## src/rtl/sync_rx_pkg.sv

```systemverilog
package sync_rx_pkg;

  typedef enum logic {
    PH_HUNT = 1'b0,
    PH_DATA = 1'b1
  } rx_phase_e;

  // Number of bits per character for a length code.
  function automatic logic [3:0] len_of(input logic [1:0] code);
    return 4'd5 + {2'b00, code};
  endfunction

  // Mask of the character bits inside an 8-bit word.
  function automatic logic [7:0] len_mask(input logic [1:0] code);
    return 8'hFF >> (2'd3 - code);
  endfunction

endpackage

```

## src/rtl/sync_hunt_cmp.sv

```systemverilog
module sync_hunt_cmp #(
  parameter int SYNC_W = 8
) (
  input  logic              clk,
  input  logic              rst_n,
  input  logic              shift_en,
  input  logic              clear,
  input  logic              rx_bit,
  input  logic              pair_mode,
  input  logic [SYNC_W-1:0] sync_a,
  input  logic [SYNC_W-1:0] sync_b,
  output logic              hit
);

  localparam int WIN_W  = 2 * SYNC_W;
  localparam int FILL_W = $clog2(WIN_W + 1);

  logic [WIN_W-1:0]  win_q, win_d, win_n;
  logic [FILL_W-1:0] fill_q, fill_n;
  logic              single_hit, pair_hit;

  // Newest bit enters at the top; the earliest bit ends up lowest.
  assign win_d = {rx_bit, win_q[WIN_W-1:1]};

  assign single_hit = (fill_q >= FILL_W'(SYNC_W - 1)) &&
                      (win_d[WIN_W-1:SYNC_W] == sync_b);
  assign pair_hit   = (fill_q >= FILL_W'(WIN_W - 1)) &&
                      (win_d == {sync_b, sync_a});

  assign hit = shift_en && !clear && (pair_mode ? pair_hit : single_hit);

  always_comb begin
    win_n  = win_q;
    fill_n = fill_q;
    if (clear) begin
      win_n  = '0;
      fill_n = '0;
    end else if (shift_en) begin
      win_n = win_d;
      if (fill_q != FILL_W'(WIN_W)) begin
        fill_n = fill_q + 1'b1;
      end
    end
  end

  always_ff @(posedge clk or negedge rst_n) begin
    if (!rst_n) begin
      win_q  <= '0;
      fill_q <= '0;
    end else begin
      win_q  <= win_n;
      fill_q <= fill_n;
    end
  end


  window_empty_chk: assert property (@(posedge clk) disable iff (!rst_n)
    clear |=> (fill_q == '0) && !hit);

endmodule

```

## src/rtl/char_assembler.sv

```systemverilog
module char_assembler
  import sync_rx_pkg::*;
#(
  parameter int CHAR_W = 8
) (
  input  logic              clk,
  input  logic              rst_n,
  input  logic              shift_en,
  input  logic              clear,
  input  logic              rx_bit,
  input  logic [1:0]        len_code,
  output logic              emit,
  output logic [CHAR_W-1:0] word,
  output logic [1:0]        word_len
);

  localparam int CNT_W = $clog2(CHAR_W);

  logic [CHAR_W-1:0] sr_q, sr_n, sr_d;
  logic [CNT_W-1:0]  cnt_q, cnt_n;
  logic              pend_q, pend_n;
  logic [1:0]        prem_q, prem_n;
  logic [1:0]        plen_q, plen_n;
  logic [3:0]        len_now;
  logic              last_bit, pend_done, full_len;

  assign sr_d      = {rx_bit, sr_q[CHAR_W-1:1]};
  assign len_now   = len_of(len_code);
  // A length shortened below the bits already taken ends the character now.
  assign last_bit  = (4'(cnt_q) >= (len_now - 4'd1));
  assign full_len  = (len_code == 2'd3);
  assign pend_done = pend_q && (prem_q == 2'd1);

  assign emit     = shift_en && !clear && (pend_done || (last_bit && full_len));
  assign word     = sr_d;
  assign word_len = pend_q ? plen_q : len_code;

  always_comb begin
    sr_n   = sr_q;
    cnt_n  = cnt_q;
    pend_n = pend_q;
    prem_n = prem_q;
    plen_n = plen_q;
    if (clear) begin
      cnt_n  = '0;
      pend_n = 1'b0;
      prem_n = '0;
    end else if (shift_en) begin
      sr_n = sr_d;
      if (pend_q) begin
        prem_n = prem_q - 1'b1;
        if (pend_done) begin
          pend_n = 1'b0;
        end
      end
      if (last_bit) begin
        cnt_n = '0;
        if (!full_len) begin
          // Word waits for the first bits of the next character.
          pend_n = 1'b1;
          prem_n = 2'(4'd8 - len_now);
          plen_n = len_code;
        end
      end else begin
        cnt_n = cnt_q + 1'b1;
      end
    end
  end

  always_ff @(posedge clk or negedge rst_n) begin
    if (!rst_n) begin
      sr_q   <= '0;
      cnt_q  <= '0;
      pend_q <= 1'b0;
      prem_q <= '0;
      plen_q <= '0;
    end else begin
      sr_q   <= sr_n;
      cnt_q  <= cnt_n;
      pend_q <= pend_n;
      prem_q <= prem_n;
      plen_q <= plen_n;
    end
  end


  pend_count_chk: assert property (@(posedge clk) disable iff (!rst_n)
    pend_q |-> (prem_q != 2'd0));


  clear_drop_chk: assert property (@(posedge clk) disable iff (!rst_n)
    clear |=> !pend_q && (cnt_q == '0));

endmodule

```

## src/rtl/fifo_writer.sv

```systemverilog
module fifo_writer
  import sync_rx_pkg::*;
#(
  parameter int CHAR_W = 8
) (
  input  logic              clk,
  input  logic              rst_n,
  input  logic              flush,
  input  logic              emit,
  input  logic [CHAR_W-1:0] word,
  input  logic [1:0]        word_len,
  input  logic [CHAR_W-1:0] match_pat,
  input  logic              inhibit,
  input  logic              fifo_full,
  input  logic              ovr_clr,
  output logic              fifo_wr,
  output logic [CHAR_W-1:0] fifo_wdata,
  output logic              overrun
);

  logic              wr_q, wr_n;
  logic [CHAR_W-1:0] data_q, data_n;
  logic              ovr_q, ovr_n;
  logic              drop_sync, want;

  assign drop_sync = inhibit && (((word ^ match_pat) & len_mask(word_len)) == '0);
  assign want      = emit && !flush && !drop_sync;

  always_comb begin
    wr_n   = want && !fifo_full;
    data_n = want ? word : data_q;
    // A new overrun event wins over a clear in the same clock.
    ovr_n  = (ovr_q && !ovr_clr) || (want && fifo_full);
  end

  always_ff @(posedge clk or negedge rst_n) begin
    if (!rst_n) begin
      wr_q   <= 1'b0;
      data_q <= '0;
      ovr_q  <= 1'b0;
    end else begin
      wr_q   <= wr_n;
      data_q <= data_n;
      ovr_q  <= ovr_n;
    end
  end

  assign fifo_wr    = wr_q;
  assign fifo_wdata = data_q;
  assign overrun    = ovr_q;


  wr_not_full_chk: assert property (@(posedge clk) disable iff (!rst_n)
    fifo_wr |-> !$past(fifo_full));


  overrun_hold_chk: assert property (@(posedge clk) disable iff (!rst_n)
    (overrun && !ovr_clr) |=> overrun);


  inhibit_chk: assert property (@(posedge clk) disable iff (!rst_n)
    (fifo_wr && $past(inhibit)) |->
      (((fifo_wdata ^ $past(match_pat)) & len_mask($past(word_len))) != '0));

endmodule

```

## src/rtl/sync_rx_front.sv

```systemverilog
module sync_rx_front
  import sync_rx_pkg::*;
#(
  parameter int CHAR_W = 8
) (
  input  logic              clk,
  input  logic              rst_n,
  input  logic              rx_enable,
  input  logic              bit_en,
  input  logic              rx_bit,
  input  logic              mode_bisync,
  input  logic [CHAR_W-1:0] sync1,
  input  logic [CHAR_W-1:0] sync2,
  input  logic [1:0]        char_len_sel,
  input  logic              sync_inhibit,
  input  logic              hunt_cmd,
  input  logic              ovr_clr,
  input  logic              fifo_full,
  output logic              fifo_wr,
  output logic [CHAR_W-1:0] fifo_wdata,
  output logic              sync_found,
  output logic              in_hunt,
  output logic              overrun
);

  logic [1:0]        rst_sync_q;
  logic              rst_n_i;
  rx_phase_e         phase_q, phase_n;
  logic              found_q, found_n;
  logic              clear_all, hunt_shift, data_shift, hit;
  logic              emit;
  logic [CHAR_W-1:0] word;
  logic [1:0]        word_len;

  // Asynchronous assertion, synchronous release.
  always_ff @(posedge clk or negedge rst_n) begin
    if (!rst_n) begin
      rst_sync_q <= 2'b00;
    end else begin
      rst_sync_q <= {rst_sync_q[0], 1'b1};
    end
  end
  assign rst_n_i = rst_sync_q[1];

  assign clear_all  = hunt_cmd || !rx_enable;
  assign hunt_shift = bit_en && !clear_all && (phase_q == PH_HUNT);
  assign data_shift = bit_en && !clear_all && (phase_q == PH_DATA);

  sync_hunt_cmp #(.SYNC_W(CHAR_W)) i_hunt (
    .clk       (clk),
    .rst_n     (rst_n_i),
    .shift_en  (hunt_shift),
    .clear     (clear_all),
    .rx_bit    (rx_bit),
    .pair_mode (mode_bisync),
    .sync_a    (sync1),
    .sync_b    (sync2),
    .hit       (hit)
  );

  char_assembler #(.CHAR_W(CHAR_W)) i_asm (
    .clk      (clk),
    .rst_n    (rst_n_i),
    .shift_en (data_shift),
    .clear    (clear_all || hit),
    .rx_bit   (rx_bit),
    .len_code (char_len_sel),
    .emit     (emit),
    .word     (word),
    .word_len (word_len)
  );

  fifo_writer #(.CHAR_W(CHAR_W)) i_wr (
    .clk        (clk),
    .rst_n      (rst_n_i),
    .flush      (clear_all),
    .emit       (emit),
    .word       (word),
    .word_len   (word_len),
    .match_pat  (sync2),
    .inhibit    (sync_inhibit),
    .fifo_full  (fifo_full),
    .ovr_clr    (ovr_clr),
    .fifo_wr    (fifo_wr),
    .fifo_wdata (fifo_wdata),
    .overrun    (overrun)
  );

  always_comb begin
    phase_n = phase_q;
    if (clear_all) begin
      phase_n = PH_HUNT;
    end else if (hit) begin
      phase_n = PH_DATA;
    end
    found_n = hit;
  end

  always_ff @(posedge clk or negedge rst_n_i) begin
    if (!rst_n_i) begin
      phase_q <= PH_HUNT;
      found_q <= 1'b0;
    end else begin
      phase_q <= phase_n;
      found_q <= found_n;
    end
  end

  assign in_hunt    = (phase_q == PH_HUNT);
  assign sync_found = found_q;


  found_pulse_chk: assert property (@(posedge clk) disable iff (!rst_n_i)
    sync_found |=> !sync_found);


  found_phase_chk: assert property (@(posedge clk) disable iff (!rst_n_i)
    sync_found |-> !in_hunt && $past(in_hunt));


  cmd_hunt_chk: assert property (@(posedge clk) disable iff (!rst_n_i)
    hunt_cmd |=> in_hunt && !sync_found && !fifo_wr);


  disabled_quiet_chk: assert property (@(posedge clk) disable iff (!rst_n_i)
    !rx_enable |=> in_hunt && !sync_found && !fifo_wr);


  wr_after_sync_chk: assert property (@(posedge clk) disable iff (!rst_n_i)
    fifo_wr |-> !$past(in_hunt));

endmodule

```

## config.mk

```make
export PLATFORM = sky130hd
export DESIGN_NAME = sync_rx_front
export DESIGN_NICKNAME = d
export VERILOG_FILES = /design/src/rtl/sync_rx_pkg.sv /design/src/rtl/sync_hunt_cmp.sv /design/src/rtl/char_assembler.sv /design/src/rtl/fifo_writer.sv /design/src/rtl/sync_rx_front.sv
export SDC_FILE = /design/constraint.sdc
export NUM_CORES = 1
export LEC_CHECK = 0
export BUFFER_PORTS_ARGS = -buffer_cell sky130_fd_sc_hd__buf_2
export CAP_MARGIN = 10
export CELL_PAD_IN_SITES_DETAIL_PLACEMENT = 2
export CELL_PAD_IN_SITES_GLOBAL_PLACEMENT = 2
export CORE_UTILIZATION = 35
export CTS_BUF_LIST = sky130_fd_sc_hd__clkbuf_8
export DETAILED_ROUTE_END_ITERATION = 16
export GPL_ROUTABILITY_DRIVEN = 0
export GPL_TIMING_DRIVEN = 0
export PLACE_DENSITY_LB_ADDON = 0.2
export SYNTH_ARGS = -nofsm -noshare
export SYNTH_HDL_FRONTEND = slang
export SYNTH_SLANG_ARGS = --single-unit
```

## constraint.sdc

```tcl
create_clock -name clk -period 3.1 [get_ports clk]
set_input_delay 0.62 -clock clk [delete_from_list [all_inputs] [get_ports clk]]
set_output_delay 0.62 -clock clk [all_outputs]
set_load 0.1 [all_outputs]
```

Word level (Yosys, flattened, before mapping)
Index checks and enable logic that the tools add are counted.
{"block": "classes", "addsub": 7, "n_lt_le_gt_ge": 3, "n_eq_ne": 5, "shift": 1, "muxes": 23, "bitwise_logic": 5, "reduce_logical": 35}
{"op": "$mux W16", "count": 2}
{"op": "$logic_and A1 B1 Y1", "count": 17}
{"op": "$eq A16 B16 Y1", "count": 1}
{"op": "$mux W5", "count": 3}
{"op": "$mux W2", "count": 6}
{"op": "$mux W1", "count": 9}
{"op": "$mux W3", "count": 3}
{"op": "$and A8 B8 Y8", "count": 1}
{"op": "$eq A8 B8 Y1", "count": 1}
{"op": "$logic_not A8 Y1", "count": 1}
{"op": "$reduce_bool A2 Y1", "count": 4}
{"op": "$shr A8 B2 Y8 const A", "count": 1}
{"op": "$xor A8 B8 Y8", "count": 1}
{"op": "$logic_not A1 Y1", "count": 6}
{"op": "$add A5 B1 Y5 const B", "count": 1}
{"op": "$ge A5 B3 Y1 const B", "count": 1}
{"op": "$ge A5 B4 Y1 const B", "count": 1}
{"op": "$ne A5 B5 Y1 const B", "count": 1}
{"op": "$add A3 B2 Y4 const A", "count": 1}
{"op": "$ge A3 B4 Y1", "count": 1}
{"op": "$logic_or A1 B1 Y1", "count": 4}
{"op": "$reduce_and A2 Y1", "count": 2}
{"op": "$reduce_and A4 Y1", "count": 1}
{"op": "$sub A4 B1 Y4 const B", "count": 1}
{"op": "other kinds (7)", "count": 9}
{"block": "word_totals", "reg_bits": 51, "in_bits": 28, "output_inout_bits": 12, "word_cells": 92}

Logic depth before layout (Yosys ltp)
Gate-level depths: netlist of run 1.
{"block": "depth", "word_depth": 15, "ltp_mapped": 9, "mapped_depth_nobuf": 9}

Hierarchy
Synthesis of run 1 repeated with hierarchy kept, for this count alone.
{"block": "hier_totals", "cells_unflattened": 255, "area_unflattened_um2": 2707.6}
{"module": "sync_hunt_cmp", "n_inst": 1, "cells_each": 106, "area_per_inst_um2": 1103.6, "seq_area_each_um2": 500.5}
{"module": "char_assembler", "n_inst": 1, "cells_each": 79, "area_per_inst_um2": 904.6, "seq_area_each_um2": 375.4}
{"module": "fifo_writer", "n_inst": 1, "cells_each": 58, "area_per_inst_um2": 540.5, "seq_area_each_um2": 250.2}
{"module": "sync_rx_front", "n_inst": 1, "cells_each": 12, "area_per_inst_um2": 158.9, "seq_area_each_um2": 100.1}

Worst setup path after synthesis of run 1
OpenSTA, ideal clock, no wires.
{"block": "synth_timing", "path_kind": "input-to-reg", "from": "in char_len_sel[0]", "to": "reg i_asm.plen_q[1]", "setup_time_ps": 125, "arrival_ps": 2425, "required_time_ps": 2975, "setup_slack_ps": 550, "path_stages": 8, "n_path_buf": 0, "cell_sequence": "ha_1 -> xnor2_1 -> ha_1 -> o21ai_0 -> a2bb2oi_1 -> nor2_1 -> nand2_1 -> mux2_2"}
{"block": "synth_between", "elab_chain_len": 4, "word_cells_on_any_way": 6, "cone_classes": "add/sub: 2; order compare: 1; eq/ne: 1; bitwise: 1; reduce/logical: 1"}
{"item": "start, declared", "line": "sync_rx_front.sv:14", "rtl": "input logic [1:0] char_len_sel,"}
{"item": "$add A3 B2 Y4", "line": "sync_rx_pkg.sv:10", "rtl": "return 4'd5 + {2'b00, code};"}
{"item": "$sub A4 B1 Y4", "line": "char_assembler.sv:30", "rtl": "assign last_bit = (4'(cnt_q) >= (len_now - 4'd1));"}
{"item": "$ge A3 B4 Y1", "line": "char_assembler.sv:30"}
{"item": "$reduce_and A4 Y1 (no source line) (*)"}
{"item": "end signal, assigned", "line": "char_assembler.sv:82", "rtl": "plen_q <= plen_n;"}
{"item": "end, declared", "line": "char_assembler.sv:23", "rtl": "logic [1:0] plen_q, plen_n;"}
Mark *: on every way between the ends. The rest lies on a longest branch, timed or not.
A chain may end at the register's enable or synchronous reset.

Final worst setup path of run 1
Ends and elaborated chain as after synthesis.

==> results of run 1 <==
-- critical path: stages --
cell and delay [ns]:
sky130_fd_sc_hd__buf_2 0.14, sky130_fd_sc_hd__ha_1 0.32, sky130_fd_sc_hd__xnor2_1 0.20, sky130_fd_sc_hd__ha_1 0.26
sky130_fd_sc_hd__o21ai_0 0.28, sky130_fd_sc_hd__a2bb2oi_1 0.45, sky130_fd_sc_hd__nor2_1 0.16, sky130_fd_sc_hd__nand2_1 0.17
sky130_fd_sc_hd__mux2_2 0.35
-- power breakdown --
| group | switching (mW) | internal, mW |
|---|---|---|
| Sequential | 0.00957 | 0.642 |
| Clock | 0.224 | 0.239 |
| Combinational | 0.0510 | 0.0388 |
-- how the worst min path moves through the flow --
stage,cells after the start,from,slack [ns],end
after global placement,0,rst_sync_q[0]$_DFF_PN0_,0.34,rst_sync_q[1]$_DFF_PN0_
after floorplan,0,rst_n,0.32,rst_sync_q[0]$_DFF_PN0_
after global routing,1,rst_n,0.07,rst_sync_q[0]$_DFF_PN0_
after detailed placement,0,rst_sync_q[1]$_DFF_PN0_,0.28,i_hunt.win_q[7]$_DFFE_PN0P_
final,1,rst_n,0.08,rst_sync_q[1]$_DFF_PN0_
after CTS,1,rst_n,0.07,rst_sync_q[1]$_DFF_PN0_
-- area by class of cell --
type,count,area [sq um],area share [%]
Sequential cell,49,1227,41.62
Multi-Input combinational cell,164,1206,40.90
Timing Repair Buffer,40,215.2,7.297
Tap cell,96,120.1,4.073
Clock buffer,5,68.82,2.333
Clock inverter,3,42.54,1.443
Buffer,8,38.79,1.315
Inverter,8,30.03,1.018
-- per-layer routing --
layer	GRT usage [%]	vias up	share of wire, %
li1	-	903	-
met1	22.73	955	48
met2	28.86	21	49
met3	3.048	6	2.4
met4	5.455	0	1.4
met5	0	-	0
-- sequential cells by signal, summed over array words and instances, names as in the netlist --
signal           count
i_asm.cnt_q          3
i_asm.pend_q         1
i_asm.plen_q         2
i_asm.prem_q         2
i_asm.sr_q           7
i_hunt.fill_q        5
i_hunt.win_q        15
i_wr.fifo_wdata      8
i_wr.fifo_wr         1
i_wr.overrun         1
phase_q              1
rst_sync_q           2
sync_found           1
-- layout by cell type, fill, tap and decap left out, types with 2 or more instances in the layout --
cell / n
sky130_fd_sc_hd__nand2_1: 32
sky130_fd_sc_hd__nand4_1: 3
sky130_fd_sc_hd__ha_1: 11
sky130_fd_sc_hd__nand3_1: 4
sky130_fd_sc_hd__clkbuf_8: 5
sky130_fd_sc_hd__and3_1: 3
sky130_fd_sc_hd__nor3_1: 5
sky130_fd_sc_hd__o211ai_1: 2
sky130_fd_sc_hd__a21o_1: 3
sky130_fd_sc_hd__xor2_1: 12
sky130_fd_sc_hd__nor3b_1: 2
sky130_fd_sc_hd__nor2_1: 4
sky130_fd_sc_hd__nor4_1: 6
sky130_fd_sc_hd__dfrtp_1: 48
sky130_fd_sc_hd__buf_2: 40
sky130_fd_sc_hd__xnor2_1: 13
sky130_fd_sc_hd__a21oi_1: 7
sky130_fd_sc_hd__clkbuf_1: 6
sky130_fd_sc_hd__inv_1: 9
sky130_fd_sc_hd__mux2_2: 10
sky130_fd_sc_hd__nand3b_1: 2
sky130_fd_sc_hd__a22o_1: 16
sky130_fd_sc_hd__o21ai_0: 5
-- kinds of logic after synthesis --
| family | after synthesis | synth area share, % |
|---|---|---|
| compound gates | 45 | 13.96 |
| xor+xnor | 25 | 8.754 |
| fa+ha+maj | 11 | 5.503 |
| buf+inv | 16 | 2.751 |
| flops | 49 | 49.02 |
| mux | 11 | 4.903 |
| other cells | 1 | 0.1499 |
| simple gates | 71 | 14.96 |
-- stage by stage --
step | instances | setup slack, ns | TNS (ns) | hold WS (ns)
2_1_floorplan | 229 | 0.5505 | 0 | 0.3244
3_3_place_gp | 364 | 0.02539 | 0 | 0.3437
3_5_place_dp | 365 | -0.02784 | -0.1991 | 0.2817
4_1_cts | 373 | 0.2990 | 0 | 0.07252
5_1_grt | 373 | 0.1689 | 0 | 0.06862
6_report | 373 | 0.3502 | 0 | 0.08408
==> metrics.md, run 1 <==
| Metric | Value |
|---|---|
| Worst setup EP type | flop |
| Setup violators final | 0 |
| Total CTS buffers | 5 |
| Iteration-0 DRC count of the detailed router | 23 |
| Avg Inst Size Synth | 10.92 sq um |
| Data arrival time of the critical path | 2.94 ns |
| Cell taking the most area after synthesis | sky130_fd_sc_hd__dfrtp_1 |
| Worst Setup Path Type | input port to flop |
| Site row count | 30 |
| Final count of pins violating max slew | 0 |
| Portion of synthesized cell area occupied by the leading cell type | 49.02% |
| Fraction of layout instances using a drive strength above 1 | 23.47% |
| Net count of the finished layout | 315 |
| Clock skew after layout | 0.01401 ns |
| Area overhead of the layout relative to synthesis | 17.91% |
| Detailed-route vias per instance | 5.054 |
| R2r startpoint | i_asm.cnt_q[0]$_DFFE_PN0P_ |
| Filler instances | 758 |
| Critical Path Fanout Max | 6 |
| Power per cell area | 408.5 nW/um^2 |
| Register-to-register setup slack | 0.77 ns |
| Post-CTS sizing | 0 |
| Post-DP HPWL | 4471 um |
| Hold_buf cts | 0 |
| Dpl cell area | 2838 sq um |
| Critical path capture point | i_asm.plen_q[1]$_DFFE_PN0P_ |
| Post-synth EDFFs | 0 |
| Asr flop ratio synth | 100.0% |
| DRC errors left | 0 |
| Vias post-DR | 1885 |
| Starting density of the core | 36.61% |
| Gate count of the mapped netlist | 229 |
| Maximum buffer depth of the clock tree | 2 |
| Summed area of non-filler cells in the final layout | 2949 sq um |
| Flop and latch count out of synthesis | 49 |
| Sum of routed wire length over all layers | 5823 um |
| Portion of the clock cycle consumed by the worst path in the final layout | 88.70% |
| Slew Limit Headroom | 61.96% |
| Core box area | 6832 sq um |
| Launching element of the worst setup path | char_len_sel[0] |
| Worst hold-check path type | input port to async pin |
| Endpoint required time on the critical path | 3.29 ns |
| VDD IR-drop max | 0.2311 mV |
| Total of warnings raised by yosys | 0 |
| Vias in the first global route | 1997 |
| TritonCTS clock tree | yes |
| Detailed-router iteration count before antenna repair | 3 |
| Insertion delay to the later sink of the worst-skew pair | 0.31 ns |
| Final Hold Violating Endpoints | 0 |
| Commonest cells in the synthesized netlist | sky130_fd_sc_hd__dfrtp_1, sky130_fd_sc_hd__nand2_1, sky130_fd_sc_hd__a22o_1 |
| I/O Buffers | 39 |
| Worst reg2reg path depth | 7 |
| Antenna fix cells | 0 |
| Worst Max-Slew Pin Slew | 0.5705 ns |
| Number of antenna-violating nets in the routed design | 0 |
| Leak pwr | 1.442 nW |
| RSZ-0062 raised after global routing | false |
| Unique masters post-synth | 47 |
| H-tree depth reported by CTS | 2 |
| Number of placed I/O pins | 40 |
| Prevailing post-synth register cell | sky130_fd_sc_hd__dfrtp_1 |
| Reg2reg end | i_asm.plen_q[1]$_DFFE_PN0P_ |
| Time the worst path needs with I/O delays and setup | 2.750 ns |
| Overall die width | 86.54 um |
| DR WL/cell | 15.61 um |
| GRT Util Overall | 17.23% |
| Pin count of the biggest net entering global routing | 25 |
| Wire length of the first global-routing pass | 9839 um |
| Reg clk slew, reported paths | 0.09 ns |
| Element type at the critical path start | input port |
| Final core area utilization | 43.17% |
| Post-synthesis net count | 268 |
| Antenna violations before repair | 0 |
| Run status | finished clean |
| Cell types occupying the most area after synthesis | sky130_fd_sc_hd__dfrtp_1, sky130_fd_sc_hd__a22o_1, sky130_fd_sc_hd__ha_1, sky130_fd_sc_hd__nand2_1, sky130_fd_sc_hd__xnor2_1 |
| Clock sinks | 49 |
| Sequential cell area fraction in the yosys report | 49.02% |
| Post-CTS setup repair buffer count | 0 |
| Total of max-cap violations | 0 |
| Highest clock frequency the design can meet | 363.7 MHz |
| Most used standard cell by instance count after synthesis | sky130_fd_sc_hd__dfrtp_1 |
| Global route total overflow | 0 |
| Design Power | 1.205 mW |
| Clk root buf | sky130_fd_sc_hd__clkbuf_8 |
| Full die area | 7488 sq um |
| Cell area after synthesis | 2501 sq um |
| Vertical die dimension | 86.54 um |
Note: power is estimated with default switching activity, not from simulation.
==> run 2, diff against run 1 <==
==> constraint.sdc (replaced) <==
create_clock -name clk -period 2.7 [get_ports clk]
set_input_delay 0.54 -clock clk [delete_from_list [all_inputs] [get_ports clk]]
set_output_delay 0.54 -clock clk [all_outputs]
set_load 0.1 [all_outputs]
==> run 2 against run 1 <==
  * Final cell count increased by 0.54%
  * Global-route usage increased by 0.061 points
  * Sequential power increased by 15%
  * Critical path type unchanged
==> metrics.md, run 2 (same netlist as run 1, synthesis figures left out) <==
| Metric | Value |
|---|---|
| Iteration-0 DRC count of the detailed router | 25 (was 23) |
| Commonest cells after routing, fill and taps aside | sky130_fd_sc_hd__dfrtp_1, sky130_fd_sc_hd__buf_2, sky130_fd_sc_hd__nand2_1, sky130_fd_sc_hd__a22o_1 (was sky130_fd_sc_hd__dfrtp_1, sky130_fd_sc_hd__buf_2, sky130_fd_sc_hd__nand2_1, sky130_fd_sc_hd__a22o_1, sky130_fd_sc_hd__xnor2_1) |
| Run status | finished clean (unchanged) |
| Final core area utilization | 43.88% (was 43.17%) |
| Worst hold-check path type | flop to async pin (was input port to async pin) |
| Core box area | 6832 sq um (unchanged) |
| Overall die width | 86.54 um (unchanged) |
| Net count of the finished layout | 317 (was 315) |
| Sw Pwr | 0.3291 mW (was 0.2846 mW) |
| CP cell instances | buf_2, ha_1, xnor2_1, ha_1, o21ai_0, a2bb2oi_2, nor2_1, nand2_1, mux2_2 (was buf_2, ha_1, xnor2_1, ha_1, o21ai_0, a2bb2oi_1, nor2_1, nand2_1, mux2_2) |
| Largest register by flop count | i_hunt.win_q (unchanged) |
| Final Hold Violating Endpoints | 0 (unchanged) |
| Register-to-register setup slack | 0.51 ns (was 0.77 ns) |
| Setup violators final | 0 (unchanged) |
| Post-DP HPWL | 4471 um (unchanged) |
| Vias in the first global route | 2003 (was 1997) |
| Worst hold slack | 0.2556 ns (was 0.08408 ns) |
| Reg clk slew, reported paths | 0.10 ns (was 0.09 ns) |
| Delay-heaviest family, CP | compound AO/OA/AOI/OAI gates (unchanged) |
| WL met3 | 139 um (was 137 um) |
| Sum of routed wire length over all layers | 5868 um (was 5823 um) |
| Clock skew after layout | 0.01378 ns (was 0.01401 ns) |
| Antenna fix cells | 0 (unchanged) |
| Worst Setup Path Type | input port to flop (unchanged) |
| Insertion delay to the later sink of the worst-skew pair | 0.31 ns (about the same) |
| Worst Path Buf+Inv | 1 (unchanged) |
| Final count of pins violating max slew | 0 (unchanged) |
| Wire length on met2 | 2837 um (was 2827 um) |
| Maximum buffer depth of the clock tree | 2 (unchanged) |
| Power per cell area | 463.0 nW/um^2 (was 408.5 nW/um^2) |
| Number of antenna-violating nets in the routed design | 0 (unchanged) |
| VDD IR-drop max | 0.2672 mV (was 0.2311 mV) |
| Pin count of the biggest net entering global routing | 25 (unchanged) |
| Metal1 wirelength | 2806 um (was 2774 um) |
| Worst setup EP type | flop (unchanged) |
| Data arrival time of the critical path | 2.74 ns (was 2.94 ns) |
| Dpl cell area | 2838 sq um (unchanged) |
| Switching power as a share of total power | 23.71% (was 23.62%) |
| Vias post-DR | 1893 (was 1885) |
| Total CTS buffers | 5 (unchanged) |
| Combinational fraction of design power | 7.7% (was 7.4%) |
| R2r startpoint | i_asm.cnt_q[0]$_DFFE_PN0P_ (unchanged) |
| Critical Path Fanout Max | 6 (unchanged) |
| Portion of the clock cycle consumed by the worst path in the final layout | 94.15% |
| Endpoint required time on the critical path | 2.89 ns (was 3.29 ns) |
| Area overhead of the layout relative to synthesis | 19.86% (was 17.91%) |
| Time the worst path needs with I/O delays and setup | 2.542 ns |
| Full die area | 7488 sq um (unchanged) |
| Element type at the critical path start | input port (unchanged) |
| DR WL/cell | 15.65 um (was 15.61 um) |
| H-tree depth reported by CTS | 2 (unchanged) |
| Worst Max-Slew Pin Slew | 0.5687 ns (was 0.5705 ns) |
| Cell-internal power | 1.059 mW (was 0.9202 mW) |
| Wire length of the first global-routing pass | 9880 um (was 9839 um) |
| Starting density of the core | 36.61% (unchanged) |
| Fraction of layout instances using a drive strength above 1 | 24.73% (was 23.47%) |
| Clock sinks | 49 (unchanged) |
| Filler instances | 755 (was 758) |
| Summed area of non-filler cells in the final layout | 2998 sq um (was 2949 sq um) |
| Total of max-cap violations | 0 (unchanged) |
| Sequential share of power | 53.9% (was 54.1%) |
| Leading cell type in the layout, fill and taps excluded | sky130_fd_sc_hd__dfrtp_1 (unchanged) |
| Clock network fraction of design power | 38.4% (was 38.5%) |
| Global route total overflow | 0 (unchanged) |
| Site row count | 30 (unchanged) |
| RSZ-0062 raised after global routing | false (unchanged) |
| Highest Signal Layer | met4 (unchanged) |
| Highest clock frequency the design can meet | 393.4 MHz |
| Clk root buf | sky130_fd_sc_hd__clkbuf_8 (unchanged) |
| I/O Buffers | 39 (unchanged) |
| Number of flip-flops in the largest register | 15 (unchanged) |
| Final total negative setup slack | 0 ns (unchanged) |
| Number of placed I/O pins | 40 (unchanged) |
| Worst reg2reg path depth | 8 (was 7) |
| Critical Path Slowest Stage Cell | sky130_fd_sc_hd__mux2_2 (was sky130_fd_sc_hd__a2bb2oi_1) |
| Slew Limit Headroom | 62.08% (was 61.96%) |
| Reg2reg end | i_wr.fifo_wdata[5]$_DFFE_PN0P_ (was i_asm.plen_q[1]$_DFFE_PN0P_) |
| TritonCTS clock tree | yes (unchanged) |
| Slowest stage delay, CP | 0.35 ns (was 0.45 ns) |
| Vertical die dimension | 86.54 um (unchanged) |
| Leak pwr | 1.463 nW (was 1.442 nW) |
| Detailed-route vias per instance | 5.048 (was 5.054) |
| Antenna violations before repair | 0 (unchanged) |
| DRC errors left | 0 (unchanged) |
| GRT Util Overall | 17.30% (was 17.23%) |
| Detailed-router iteration count before antenna repair | 3 (unchanged) |
| Cell seen most often among critical-path stages | sky130_fd_sc_hd__ha_1 (unchanged) |
[run 2: stage by stage]
step	cells	setup WS, ns	total power [mW]
after floorplan	229	0.2305	0.8150
after global placement	364	-0.2946	0.8617
after detailed placement	365	-0.3478	0.8689
after CTS	374	0.01936	1.404
after global routing	375	0.06364	1.437
final	375	0.1580	1.388
[run 2: cell type report]
| type | instances | area, sq um | area share [%] |
|---|---|---|---|
| Multi-Input combinational cell | 164 | 1225 | 40.86 |
| Clock buffer | 5 | 68.82 | 2.295 |
| Timing Repair Buffer | 42 | 245.2 | 8.180 |
| Inverter | 8 | 30.03 | 1.002 |
| Buffer | 8 | 38.79 | 1.294 |
| Tap cell | 96 | 120.1 | 4.007 |
| Sequential cell | 49 | 1227 | 40.94 |
| Clock inverter | 3 | 42.54 | 1.419 |
[run 2: routing by layer]
layer / track usage [%] / up-vias
met5: 0 / -
met4: 5.455 / 0
met3: 3.048 / 6
met2: 28.93 / 21
met1: 22.85 / 961
li1: - / 905
[run 2: power groups by stage]
stage	combinational, mW	sequential, mW	clock, mW
after CTS	0.107	0.749	0.547
after floorplan	0.0505	0.764	0
final	0.107	0.748	0.533
after detailed placement	0.106	0.763	0
after global routing	0.119	0.751	0.567
after global placement	0.0918	0.770	0
[run 2: timing repair]
item	in CTS	in global routing
endpoints found under the hold margin	2	0
setup buffers	0	1
setup endpoints to repair	8	12
resized for setup	0	3
pin swaps	1	1
hold buffers	1	0
[run 2: how the worst max path moves through the flow]
stage / start / endpoint / slack [ns] / depth (start not counted)
2_1_floorplan: char_len_sel[0] / i_asm.plen_q[1]$_DFFE_PN0P_ / 0.23 / 8
3_3_place_gp: char_len_sel[0] / i_wr.fifo_wdata[3]$_DFFE_PN0P_ / -0.29 / 9
3_5_place_dp: char_len_sel[0] / i_wr.fifo_wdata[5]$_DFFE_PN0P_ / -0.35 / 9
4_1_cts: char_len_sel[0] / i_asm.plen_q[1]$_DFFE_PN0P_ / 0.02 / 9
5_1_grt: char_len_sel[0] / i_wr.fifo_wdata[4]$_DFFE_PN0P_ / 0.06 / 10
6_report: char_len_sel[0] / i_asm.plen_q[1]$_DFFE_PN0P_ / 0.16 / 9
==> run 3, diff against run 2 <==
--- a/config.mk
+++ b/config.mk
@@ -14,7 +14,7 @@
 export DETAILED_ROUTE_END_ITERATION = 16
 export GPL_ROUTABILITY_DRIVEN = 0
 export GPL_TIMING_DRIVEN = 0
-export PLACE_DENSITY_LB_ADDON = 0.2
+export PLACE_DENSITY = 0.81
 export SYNTH_ARGS = -nofsm -noshare
 export SYNTH_HDL_FRONTEND = slang
 export SYNTH_SLANG_ARGS = --single-unit
==> run 3 against run 2 <==
  * Final cell count shrank 0.27%
  * Critical path depth is the same
  * Via count grew 2.4%
==> metrics.md, run 3 (same netlist as run 1, synthesis figures left out) <==
| Metric | Value |
|---|---|
| Run status | finished clean (unchanged) |
| Net count of the finished layout | 316 (was 317) |
| RSZ-0062 raised after global routing | false (unchanged) |
| Portion of the clock cycle consumed by the worst path in the final layout | 92.77% (was 94.15%) |
| Worst Max-Slew Pin Slew | 0.5439 ns (was 0.5687 ns) |
| Leading cell type in the layout, fill and taps excluded | sky130_fd_sc_hd__dfrtp_1 (unchanged) |
| Highest clock frequency the design can meet | 399.2 MHz (was 393.4 MHz) |
| Final Worst Setup Slack | 0.1951 ns (was 0.1580 ns) |
| Worst reg2reg path depth | 7 (was 8) |
| Filler instances | 768 (was 755) |
| R2r startpoint | i_hunt.fill_q[0]$_DFFE_PN0P_ (was i_asm.cnt_q[0]$_DFFE_PN0P_) |
| Reg2reg end | i_asm.prem_q[1]$_DFFE_PN0P_ (was i_wr.fifo_wdata[5]$_DFFE_PN0P_) |
| Overall die width | 86.54 um (unchanged) |
| Critical Path Fanout Max | 6 (unchanged) |
| Global route total overflow | 0 (unchanged) |
| Worst hold slack | 0.009378 ns (was 0.2556 ns) |
| Vertical die dimension | 86.54 um (unchanged) |
| Antenna fix cells | 0 (unchanged) |
| Full die area | 7488 sq um (unchanged) |
| Maximum buffer depth of the clock tree | 2 (unchanged) |
| Vias in the first global route | 2190 (was 2003) |
| Power per cell area | 447.3 nW/um^2 (was 463.0 nW/um^2) |
| Data arrival time of the critical path | 2.70 ns (was 2.74 ns) |
| Commonest cells after routing, fill and taps aside | sky130_fd_sc_hd__dfrtp_1, sky130_fd_sc_hd__buf_2, sky130_fd_sc_hd__nand2_1, sky130_fd_sc_hd__a22o_1 (unchanged) |
| Pin count of the biggest net entering global routing | 29 (was 25) |
| Wire length of the first global-routing pass | 10980 um (was 9880 um) |
| Post-CTS setup repair buffer count | 0 (unchanged) |
| I/O Buffers | 39 (unchanged) |
| Reg clk slew, reported paths | 0.09 ns (was 0.10 ns) |
| Site row count | 30 (unchanged) |
| Insertion delay to the later sink of the worst-skew pair | 0.30 ns (was 0.31 ns) |
| Sum of routed wire length over all layers | 6738 um (was 5868 um) |
| DRC errors left | 0 (unchanged) |
| Number of flip-flops in the largest register | 15 (unchanged) |
| Place WS | -0.3720 ns (was -0.3478 ns) |
| VDD IR-drop max | 0.2633 mV (was 0.2672 mV) |
| Post-DP HPWL | 4984 um (was 4471 um) |
| Setup violators final | 0 (unchanged) |
| Worst hold-check path type | input port to async pin (was flop to async pin) |
| Hold_buf cts | 0 (was 1) |
| Area overhead of the layout relative to synthesis | 19.11% (was 19.86%) |
| H-tree depth reported by CTS | 2 (unchanged) |
| DR WL/cell | 18.02 um (was 15.65 um) |
| Worst setup EP type | flop (unchanged) |
| Antenna violations before repair | 0 (unchanged) |
| Clock sinks | 49 (unchanged) |
| Detailed-route vias per instance | 5.182 (was 5.048) |
| Detailed-router iteration count before antenna repair | 4 (was 3) |
| Worst Setup Path Type | input port to flop (unchanged) |
| Largest register by flop count | i_hunt.win_q (unchanged) |
| Slew Limit Headroom | 63.74% (was 62.08%) |
| GRT Util Overall | 18.98% (was 17.30%) |
| Leak pwr | 1.445 nW (was 1.463 nW) |
| Final count of pins violating max slew | 0 (unchanged) |
| Total of max-cap violations | 0 (unchanged) |
| Clock skew after layout | 0.009547 ns (was 0.01378 ns) |
| Iteration-0 DRC count of the detailed router | 39 (was 25) |
| Endpoint required time on the critical path | 2.90 ns (was 2.89 ns) |
| Starting density of the core | 36.61% (unchanged) |
| Vias post-DR | 1938 (was 1893) |
| TritonCTS clock tree | yes (unchanged) |
| Core box area | 6832 sq um (unchanged) |
| Final Hold Violating Endpoints | 0 (unchanged) |
| Time the worst path needs with I/O delays and setup | 2.505 ns (was 2.542 ns) |
| Clk root buf | sky130_fd_sc_hd__clkbuf_8 (unchanged) |
| Fraction of layout instances using a drive strength above 1 | 25.54% (was 24.73%) |
| Number of antenna-violating nets in the routed design | 0 (unchanged) |
| Total CTS buffers | 5 (unchanged) |
| Number of placed I/O pins | 40 (unchanged) |
| Element type at the critical path start | input port (unchanged) |
| Register-to-register setup slack | 0.61 ns (was 0.51 ns) |
run 3: metrics by stage:
step                      total power, mW  cell area (sq um)  utilization (%)  cells  TNS [ns]
after CTS                           1.348               2939            43.02    373  -0.06434
after floorplan                    0.8150               2501                -    229         0
after global routing                1.376               2979            43.61    374         0
final                               1.333               2979            43.61    374         0
after global placement             0.8595               2816            41.23    364    -2.996
after detailed placement           0.8699               2838            41.54    365    -4.254
run 3: worst max-delay path, stage by stage:
cell                        delay [ns]
sky130_fd_sc_hd__buf_2            0.15
sky130_fd_sc_hd__ha_1             0.31
sky130_fd_sc_hd__xnor2_1          0.23
sky130_fd_sc_hd__ha_1             0.28
sky130_fd_sc_hd__o21ai_1          0.25
sky130_fd_sc_hd__a2bb2oi_2        0.30
sky130_fd_sc_hd__nor2_1           0.14
sky130_fd_sc_hd__nand2_1          0.16
sky130_fd_sc_hd__mux2_2           0.34
run 3: area by class of cell:
cell class	count	area, sq um	area share [%]
well taps	96	120.1	4.032
plain buffers	8	38.79	1.302
clock inverters	1	5.005	0.1680
inverters	8	30.03	1.008
flip-flops and latches	49	1227	41.20
repair buffers	40	215.2	7.224
clock buffers	7	96.34	3.234
multi-input cells	165	1246	41.83
run 3: worst max-delay path by stage:
stage	startpoint	end	depth (start not counted)
after floorplan	char_len_sel[0]	i_asm.plen_q[1]$_DFFE_PN0P_	8
after global placement	char_len_sel[0]	i_wr.fifo_wdata[1]$_DFFE_PN0P_	9
after detailed placement	char_len_sel[0]	i_asm.plen_q[1]$_DFFE_PN0P_	9
after CTS	char_len_sel[0]	i_asm.plen_q[1]$_DFFE_PN0P_	9
after global routing	char_len_sel[0]	i_wr.fifo_wdata[1]$_DFFE_PN0P_	9
final	char_len_sel[0]	i_asm.plen_q[1]$_DFFE_PN0P_	9
run 3: where the power goes:
part           leakage, nW  total [mW]  internal (mW)  switching (mW)
Clock               0.0542       0.476          0.232           0.244
Sequential           0.678       0.747          0.737         0.00983
Combinational        0.712       0.109         0.0463          0.0632
Total                 1.44        1.33           1.02           0.317
run 3: repair_timing:
action,4_1_cts,5_1_grt
resized for setup,0,7
pin swaps,1,1
endpoints found under the setup margin,9,14
gates cloned,0,1
run 3: metal layers:
layer / vias up / wire [um] / global-route usage, %
met5: - / 0 / 0
met4: 0 / 61 / 4.545
met3: 6 / 140 / 2.952
met2: 28 / 3624 / 34.70
met1: 995 / 2911 / 23.44
li1: 909 / - / -
